$ cat config.mk
export PLATFORM = sky130hd
export DESIGN_NAME = conv_sequencer
export DESIGN_NICKNAME = d
export VERILOG_FILES = /design/src/rtl/convseq_pkg.sv /design/src/rtl/convseq_lowbit.sv /design/src/rtl/convseq_ctrl.sv /design/src/rtl/convseq_result.sv /design/src/rtl/conv_sequencer.sv
export SDC_FILE = /design/constraint.sdc
export NUM_CORES = 1
export LEC_CHECK = 0
export BUFFER_PORTS_ARGS = -buffer_cell sky130_fd_sc_hd__buf_2
export CAP_MARGIN = 0
export CORE_AREA = 8 8 71 73
export CTS_CLUSTER_SIZE = 25
export DETAILED_ROUTE_END_ITERATION = 8
export DIE_AREA = 0 0 79 81
export HOLD_SLACK_MARGIN = 0.06
export PLACE_DENSITY = 0.76
export SYNTH_ARGS = -nofsm -noshare
export SYNTH_HDL_FRONTEND = slang
export SYNTH_SLANG_ARGS = --single-unit
$ cat constraint.sdc
create_clock -name clk -period 1.7 [get_ports clk]
set_clock_uncertainty 0.15 [all_clocks]
set_input_delay 0.085 -clock clk [delete_from_list [all_inputs] [get_ports clk]]
set_output_delay 0.085 -clock clk [all_outputs]
set_load 0.01 [all_outputs]
$ cat src/rtl/convseq_pkg.sv
package convseq_pkg;
   typedef enum logic {
      SQ_IDLE = 1'b0,
      SQ_WAIT = 1'b1
   } seq_state_e;
endpackage

$ cat src/rtl/convseq_lowbit.sv
// Lowest-set-bit encoder: gives the smallest enabled pair index.
module convseq_lowbit #(
   parameter int N = 3,
   localparam int IW = (N > 1) ? $clog2(N) : 1
) (
   input  logic [N-1:0]  mask_i,
   output logic [IW-1:0] idx_o,
   output logic          any_o
);
   always_comb begin
      idx_o = '0;
      for (int k = N - 1; k >= 0; k--) begin
         if (mask_i[k]) idx_o = IW'(k);
      end
   end
   assign any_o = |mask_i;
endmodule

$ cat src/rtl/convseq_ctrl.sv
// Sequencing FSM: builds the work mask, issues requests, walks the pairs.
module convseq_ctrl
   import convseq_pkg::*;
#(
   parameter int N = 3,
   localparam int IW = (N > 1) ? $clog2(N) : 1
) (
   input  logic          clk,
   input  logic          rst_n,
   input  logic          start_i,
   input  logic [N-1:0]  seq_mask_i,
   input  logic [IW-1:0] mux_sel_i,
   input  logic          conv_done_i,
   output logic          conv_req_o,
   output logic [IW-1:0] chan_sel_o,
   output logic          busy_o,
   output logic          load_o
);
   localparam logic [IW:0] NPAIR = (IW + 1)'(N);

   seq_state_e    st_q;
   logic [N-1:0]  pend_q;
   logic [IW-1:0] chan_q;
   logic          req_q;

   logic [N-1:0]  fb_mask, cur_oh, eff_mask, rem_mask;
   logic [IW-1:0] first_idx, next_idx;
   logic          first_any, next_any;

   // Fallback one-hot from the mux field, and one-hot of the current pair.
   for (genvar g = 0; g < N; g++) begin : g_onehot
      assign fb_mask[g] = (mux_sel_i == IW'(g));
      assign cur_oh[g]  = (chan_q == IW'(g));
   end

   assign eff_mask = (|seq_mask_i) ? seq_mask_i : fb_mask;
   assign rem_mask = pend_q & ~cur_oh;

   convseq_lowbit #(.N(N)) u_first (
      .mask_i (eff_mask),
      .idx_o  (first_idx),
      .any_o  (first_any)
   );

   convseq_lowbit #(.N(N)) u_next (
      .mask_i (rem_mask),
      .idx_o  (next_idx),
      .any_o  (next_any)
   );

   always_ff @(posedge clk or negedge rst_n) begin
      if (!rst_n) begin
         st_q   <= SQ_IDLE;
         pend_q <= '0;
         chan_q <= '0;
         req_q  <= 1'b0;
      end else begin
         req_q <= 1'b0;
         unique case (st_q)
            SQ_IDLE: begin
               if (start_i && first_any) begin
                  pend_q <= eff_mask;
                  chan_q <= first_idx;
                  req_q  <= 1'b1;
                  st_q   <= SQ_WAIT;
               end
            end
            SQ_WAIT: begin
               if (conv_done_i) begin
                  pend_q <= rem_mask;
                  if (next_any) begin
                     chan_q <= next_idx;
                     req_q  <= 1'b1;
                  end else begin
                     st_q <= SQ_IDLE;
                  end
               end
            end
            default: st_q <= SQ_IDLE;
         endcase
      end
   end

   assign conv_req_o = req_q;
   assign chan_sel_o = chan_q;
   assign busy_o     = (st_q == SQ_WAIT);
   assign load_o     = (st_q == SQ_WAIT) && conv_done_i;

   // a follow-on request inside a sequence always moves to a higher pair
   a_r3_ascending: assert property (@(posedge clk) disable iff (!rst_n)
      (req_q && $past(st_q) == SQ_WAIT) |-> (chan_q > $past(chan_q)));

   // requests are only issued while busy
   a_r5_req_in_busy: assert property (@(posedge clk) disable iff (!rst_n)
      conv_req_o |-> busy_o);

   // while waiting, a start request does not disturb the work set
   a_r6_start_ignored: assert property (@(posedge clk) disable iff (!rst_n)
      (st_q == SQ_WAIT && !conv_done_i && start_i) |=> ($stable(pend_q) && $stable(chan_q)));

   // a nonexistent mux pair with an empty mask never starts a sequence
   a_r4_bad_mux: assert property (@(posedge clk) disable iff (!rst_n)
      (st_q == SQ_IDLE && start_i && !(|seq_mask_i) && ({1'b0, mux_sel_i} >= NPAIR))
      |=> !busy_o);
endmodule

$ cat src/rtl/convseq_result.sv
// Result register with ready, overrun and trigger flags.
module convseq_result #(
   parameter int RES_W = 24,
   parameter int IW    = 2
) (
   input  logic             clk,
   input  logic             rst_n,
   input  logic             load_i,
   input  logic [RES_W-1:0] data_i,
   input  logic [IW-1:0]    chan_i,
   input  logic             rd_i,
   input  logic             ovr_clr_i,
   output logic [RES_W-1:0] data_o,
   output logic [IW-1:0]    chan_o,
   output logic             ready_o,
   output logic             overrun_o,
   output logic             trig_o
);
   logic [RES_W-1:0] data_q;
   logic [IW-1:0]    chan_q;
   logic             ready_q, ovr_q, trig_q;

   always_ff @(posedge clk or negedge rst_n) begin
      if (!rst_n) begin
         data_q  <= '0;
         chan_q  <= '0;
         ready_q <= 1'b0;
         ovr_q   <= 1'b0;
         trig_q  <= 1'b0;
      end else begin
         trig_q <= load_i;
         if (load_i) begin
            data_q <= data_i;
            chan_q <= chan_i;
         end
         if (load_i)    ready_q <= 1'b1;
         else if (rd_i) ready_q <= 1'b0;
         if (load_i && ready_q && !rd_i) ovr_q <= 1'b1;
         else if (ovr_clr_i)             ovr_q <= 1'b0;
      end
   end

   assign data_o    = data_q;
   assign chan_o    = chan_q;
   assign ready_o   = ready_q;
   assign overrun_o = ovr_q;
   assign trig_o    = trig_q;

   // stored data follows the sample given with the done strobe
   a_r7_capture: assert property (@(posedge clk) disable iff (!rst_n)
      load_i |=> (data_o == $past(data_i)));

   // a read with no new result empties the register
   a_r8_read_clears: assert property (@(posedge clk) disable iff (!rst_n)
      (rd_i && !load_i) |=> !ready_o);

   // overrun persists until an explicit clear
   a_r9_ovr_sticky: assert property (@(posedge clk) disable iff (!rst_n)
      (overrun_o && !ovr_clr_i) |=> overrun_o);

   // overwrite of an unread result sets overrun
   a_r9_ovr_set: assert property (@(posedge clk) disable iff (!rst_n)
      (load_i && ready_o && !rd_i) |=> overrun_o);

   // each trigger coincides with a fresh result
   a_r10_trig_ready: assert property (@(posedge clk) disable iff (!rst_n)
      trig_o |-> ready_o);
endmodule

$ cat src/rtl/conv_sequencer.sv
module conv_sequencer #(
   parameter int NUM_PAIRS = 3,
   parameter int RES_W     = 24,
   localparam int IW       = (NUM_PAIRS > 1) ? $clog2(NUM_PAIRS) : 1
) (
   input  logic                 clk,
   input  logic                 rst_n,
   input  logic                 start_i,
   input  logic [NUM_PAIRS-1:0] seq_mask_i,
   input  logic [IW-1:0]        mux_sel_i,
   input  logic                 conv_done_i,
   input  logic [RES_W-1:0]     conv_data_i,
   input  logic                 rd_i,
   input  logic                 ovr_clr_i,
   output logic                 conv_req_o,
   output logic [IW-1:0]        chan_sel_o,
   output logic                 busy_o,
   output logic [RES_W-1:0]     res_data_o,
   output logic [IW-1:0]        res_chan_o,
   output logic                 res_ready_o,
   output logic                 overrun_o,
   output logic                 res_trig_o
);
   if (NUM_PAIRS < 1) begin : g_bad_pairs
      $error("conv_sequencer: NUM_PAIRS must be at least 1");
   end
   if (RES_W < 1) begin : g_bad_width
      $error("conv_sequencer: RES_W must be at least 1");
   end

   logic load;

   convseq_ctrl #(.N(NUM_PAIRS)) u_ctrl (
      .clk         (clk),
      .rst_n       (rst_n),
      .start_i     (start_i),
      .seq_mask_i  (seq_mask_i),
      .mux_sel_i   (mux_sel_i),
      .conv_done_i (conv_done_i),
      .conv_req_o  (conv_req_o),
      .chan_sel_o  (chan_sel_o),
      .busy_o      (busy_o),
      .load_o      (load)
   );

   convseq_result #(.RES_W(RES_W), .IW(IW)) u_res (
      .clk       (clk),
      .rst_n     (rst_n),
      .load_i    (load),
      .data_i    (conv_data_i),
      .chan_i    (chan_sel_o),
      .rd_i      (rd_i),
      .ovr_clr_i (ovr_clr_i),
      .data_o    (res_data_o),
      .chan_o    (res_chan_o),
      .ready_o   (res_ready_o),
      .overrun_o (overrun_o),
      .trig_o    (res_trig_o)
   );

   // a done strobe outside a sequence stores nothing
   a_r11_idle_done: assert property (@(posedge clk) disable iff (!rst_n)
      (!busy_o && conv_done_i && !rd_i) |=> $stable(res_data_o));
endmodule

After elaboration in Yosys (flattened, before gate mapping)
Cells that the tools add are included.
Word-level totals
  flip-flop bits (word level): 36
  input port bits: 35
  output and inout bits: 33
  word-level logic and storage cells: 57
Operators by class
  eq/ne operators: 7
  mux-type cells: 24
  bitwise gates (word level): 3
  reduce and logical (&&, ||, !) cells: 14
Operator list (count)
  two-way mux 2 bit: 9
  two-way mux 3 bit: 3
  OR reduction 3 bit: 3
  two-way mux 1 bit: 8
  one-hot mux 3 bit (2 select lines): 1
  == test 2 x 1 -> 1 bit, second input constant: 2
  == test 2 bit, second input constant: 2
  logical AND 1 bit: 4
  zero test 2 bit: 2
  inequality test 2 bit, second input constant: 2
  one-hot mux 1 bit (2 select lines): 2
  one-hot mux 2 bit (2 select lines): 1
  nonzero test 2 bit: 2
  bitwise AND 3 bit: 1
  NOT 3 bit: 1
  AND reduction 3 bit: 1
  inequality test 2 x 1 -> 1 bit, second input constant: 1
  AND reduction 2 bit: 1
  zero test 1 bit: 1
  NOT 1 bit: 1

Depth between registers and ports, before layout
  depth after elaboration: 9
  gate-level depth with buffers: 6
  mapped depth without buffers: 4

Modules after synthesis
From an unflattened synthesis, not the netlist that was laid out.
Second synthesis, totals
  cell total of the unflattened synthesis: 106
  area total of the unflattened synthesis: 1586.5 um^2
Modules (own cells, without submodules)
  convseq_result: times used 1, cells an instance 62, area each 1162.4 um^2, seq. area each 725.7 um^2
  convseq_ctrl: times used 1, cells an instance 38, area each 384.1 um^2, seq. area each 175.2 um^2
  convseq_lowbit: times used 2, cells an instance 3, area each 20.0 um^2, seq. area each 0.0 um^2

Worst setup path before layout
No wires, ideal clock.
  kind: register to register
  from: register u_ctrl.chan_q[1], in the netlist u_ctrl.chan_sel_o[1]
  to: register u_ctrl.chan_q[1], in the netlist u_ctrl.chan_sel_o[1]
  setup time: 0.125 ns
  data arrival time: 1.408 ns
  required time: 1.425 ns
  slack: 0.017 ns
  cell stages (with the launch flop): 5
  buffers on the path: 0
  clock period less this slack: 1.683 ns
  path through: dfrtp_1 and2_1 a2111oi_4 o31ai_2 mux2_4
On the way
  longest elaborated chain between the ends: 9
  elaborated cells between the ends (all ways): 14
  classes of those cells: 3 x eq/ne; 6 x mux; 2 x bitwise; 3 x reduce/logical
RTL lines
  start: declaration: RTL line convseq_ctrl.sv:23  | logic [IW-1:0] chan_q;
  start signal: assignment: RTL line convseq_ctrl.sv:63  | chan_q <= first_idx;
  start signal: assignment: RTL line convseq_ctrl.sv:72  | chan_q <= next_idx;
  == test 2 bit: RTL line convseq_ctrl.sv:33  | assign cur_oh[g] = (chan_q == IW'(g));
  NOT 3 bit *: RTL line convseq_ctrl.sv:37  | assign rem_mask = pend_q & ~cur_oh;
  bitwise AND 3 bit *: RTL line convseq_ctrl.sv:37
  two-way mux 2 bit (3 in series): RTL line convseq_lowbit.sv:13  | if (mask_i[k]) idx_o = IW'(k);
  two-way mux 2 bit: RTL line convseq_ctrl.sv:71  | if (next_any) begin
  two-way mux 2 bit: RTL line convseq_ctrl.sv:69  | if (conv_done_i) begin
  one-hot mux 2 bit (2 select lines): RTL line convseq_ctrl.sv:59  | unique case (st_q)
Every way passes the cells marked *; elsewhere a longest branch is shown, timed or not. The select of a mux whose other input is x is not followed.
A chain may end at the register's enable or synchronous reset.

Worst setup path in the final report
  from: register u_ctrl.chan_q[0], in the netlist u_ctrl.chan_sel_o[0]
  to: register u_ctrl.chan_q[1], in the netlist u_ctrl.chan_sel_o[1]
The elaborated chain is that of the path after synthesis.

==> reports/summary.txt <==
Status - complete, no violations
Largest net degree at the start of global routing - 37
Worst path buffer plus inverter count - 1
Clk slew on worst S/H paths - 0.07 ns
Switching power - 1.406 mW
Count leader, synth - dfrtp_1
Clock Path Buffers - 2
Final setup fails - 0
Crit start category - flop
Yosys reg bits - 36
Worst vdd ir - 0.6164 mV
Largest area contributor in the netlist - dfrtp_1
CTS tree - built
Critical path's largest stage delay - 0.44 ns
Final Non-Filler Cells - 283
CP Max Fanout - 6
Final hold vios - 0
H-tree levels - 2
Die Span Y - 81 um
DRC Markers - 0
GPL Wtd Cong - 0.7899
Area delta synth->final - 56.96%
Async SR Flop Fraction - 100.0%
Period utilization - 98.85%
Clock sink count - 36
Root buffer cell - clkbuf_8
Main synth FF type - dfrtp_1
TritonRoute pass-1 iters - 4
DIE AREA - 6399 sq um
Total CTS buffers - 5
Initial Utilization - 40.41%
Core Region - 3914 sq um
Initial antenna violation count - 0
Top cell type's share of synthesized area - 56.96%
Vias per inst - 4.862
Slew HR - 71.14%
Post-synth EDFFs - 0
All-layer global routing usage - 14.34%
Vias in the first global route - 1461
Syn avg cell area - 13.40 sq um
Post-DRT Antenna Nets - 0
Max_cap viols - 0
Crit path required time - 1.72 ns
Layout cell share with drive strength beyond 1 - 53.45%
Internal - 2.461 mW
CP top delay family - compound AO/OA/AOI/OAI gates
Min-Delay Path Class - in -> reg
Vias - 1376
Unrepaired setup endpoints after global routing - yes
Worst setup EP type - flop
CP arrival - 1.70 ns
Synth warn - 0
First-pass GRT wire length - 7.203 mm
Sequential fraction of the synthesis area - 56.96%
Sw Ratio - 36.36%
CP max-delay cell - dfrtp_2
Worst-path cell chain - buf_6 > a2111oi_4 > o31ai_4 > mux2_4
DP Cell Count - 242
WHS - 0.1199 ns
Dpl hpwl - 2.911 mm
Drt wl/cell - 15.82 um
Syn_nets - 153
Mapped Cells - 118
Clock power share - 15.2%
Worst slew pin tran - 0.4329 ns
Cells taking the most area after synthesis - dfrtp_1 (57%), mux2_2 (18%), o21ai_0 (1.9%)
Clk_lat worst skew - 0.29 ns
Routed wire length - 4.476 mm
Gate power share - 47.2%
Max Fclk - 595.1 MHz
Cell Pwr Density - 1558 nW/um^2
CP Class - reg -> reg
LEAKAGE - 1.179 nW
Synth top cells by count - dfrtp_1 (36), mux2_2 (25), nand2_1 (6), o21ai_0 (6), inv_1 (5)
Row count - 23
Slew Limit Fails - 0
1st-iter DRT viols - 29
Num ports - 68
Library cells used by synthesis - 34
Final #Nets - 266
Die width - 79 um
Global route overflow - 0
Sequential power share - 37.7%
Fin crit period - 1.681 ns
Cell Area, Synth - 1582 sq um
# port buffers - 67
==> area by class of cell <==
type | count | area (sq um)
timing repair buffer | 111 | 747.0
inverter | 5 | 18.77
tap | 50 | 62.56
clock inverter | 3 | 18.77
fill | 307 | 1431
antenna | 1 | 2.502
multi-input combinational | 72 | 661.9
clock buffer | 5 | 68.82
sequential | 36 | 902.1
==> placed cells by master, fill, tap and decap left out, types with 2 or more instances in the layout <==
cell | Yosys | final
buf_2 | 4 | 67
dlygate4sd3_1 | 0 | 31
clkbuf_8 | 0 | 5
o21ai_0 | 6 | 5
a21oi_1 | 3 | 3
dfrtp_1 | 36 | 35
buf_4 | 0 | 12
nand2b_1 | 3 | 3
o22ai_1 | 2 | 2
nor2b_1 | 2 | 2
mux2_2 | 25 | 25
inv_1 | 5 | 5
o21ai_2 | 1 | 2
clkinv_2 | 0 | 2
nor2_1 | 2 | 2
nand2_1 | 6 | 6
o2bb2ai_1 | 2 | 2
==> timing repair <==
action	in CTS	in global routing
buffers inserted	1	0
hold buffers	31	0
endpoints found under the hold margin	67	0
endpoints found under the setup margin	1	3
pin swaps	0	3
gates resized for setup	0	8
==> logic make-up (layout without fill, tap and decap cells) <==
family / Yosys count / in the layout / share of synthesized area (%)
buf+inv: 10 / 124 / 2.690
mux: 27 / 27 / 19.38
flops: 36 / 36 / 56.96
simple gates: 18 / 18 / 6.250
compound gates: 27 / 27 / 14.72
other cells: 0 / 1 / 0
==> final timing paths <==
kind,depth (start not counted),slack (ns),end,from
min,4,0.12,u_ctrl.pend_q[1],mux_sel_i[1]
max reg2reg,4,0.02,u_ctrl.chan_sel_o[1],u_ctrl.chan_sel_o[0]
max in group asynchronous,3,0.85,u_ctrl.chan_sel_o[0],rst_n
min reg2reg,1,0.35,u_res.data_o[16],u_res.data_o[16]
min in group asynchronous,3,0.22,u_res.data_o[6],rst_n
max,4,0.02,u_ctrl.chan_sel_o[1],u_ctrl.chan_sel_o[0]
==> state kept, by name, summed over array words and instances (netlist names) <==
register           flops
u_res.overrun_o        1
u_res.trig_o           1
u_res.data_o          24
u_ctrl.chan_sel_o      2
u_res.chan_o           2
u_ctrl.pend_q          3
u_ctrl.busy_o          1
u_ctrl.conv_req_o      1
u_res.ready_o          1
==> worst min-delay path, cell delays in order <==
cell and delay, ns:
buf_2 0.10, nor4b_1 0.05, nor2_1 0.15, o22ai_1 0.12
==> layer usage <==
layer	vias to the layer above	part of all wire [%]	global-route usage [%]
li1	655	-	-
met1	659	37	15.30
met2	54	53	25.06
met3	8	7.6	4.857
met4	0	2.0	6.852
met5	-	0	0
==> through the flow <==
stage | instance area [sq um] | utilization [%] | total power [mW] | setup slack [ns] | setup TNS [ns]
global route | 2480 | 63.36 | 4.120 | -0.03453 | -0.07472
finish | 2482 | 63.43 | 3.867 | 0.01948 | 0
detailed placement | 2046 | 52.27 | 3.120 | 0.01223 | 0
global placement | 2046 | 52.27 | 3.072 | 0.04399 | 0
floorplan | 1582 | - | 2.395 | 0.01701 | 0
CTS | 2451 | 62.63 | 3.791 | 0.02193 | 0
==> power by group through the flow <==
stage          clock network [mW]  registers (mW)  logic (mW)
2_1_floorplan                   0            1.61       0.781
3_3_place_gp                    0            1.43        1.65
3_5_place_dp                    0            1.45        1.67
4_1_cts                     0.612            1.43        1.75
5_1_grt                     0.646            1.50        1.97
6_report                    0.586            1.46        1.82
Note: power is estimated with default switching activity, not from simulation.
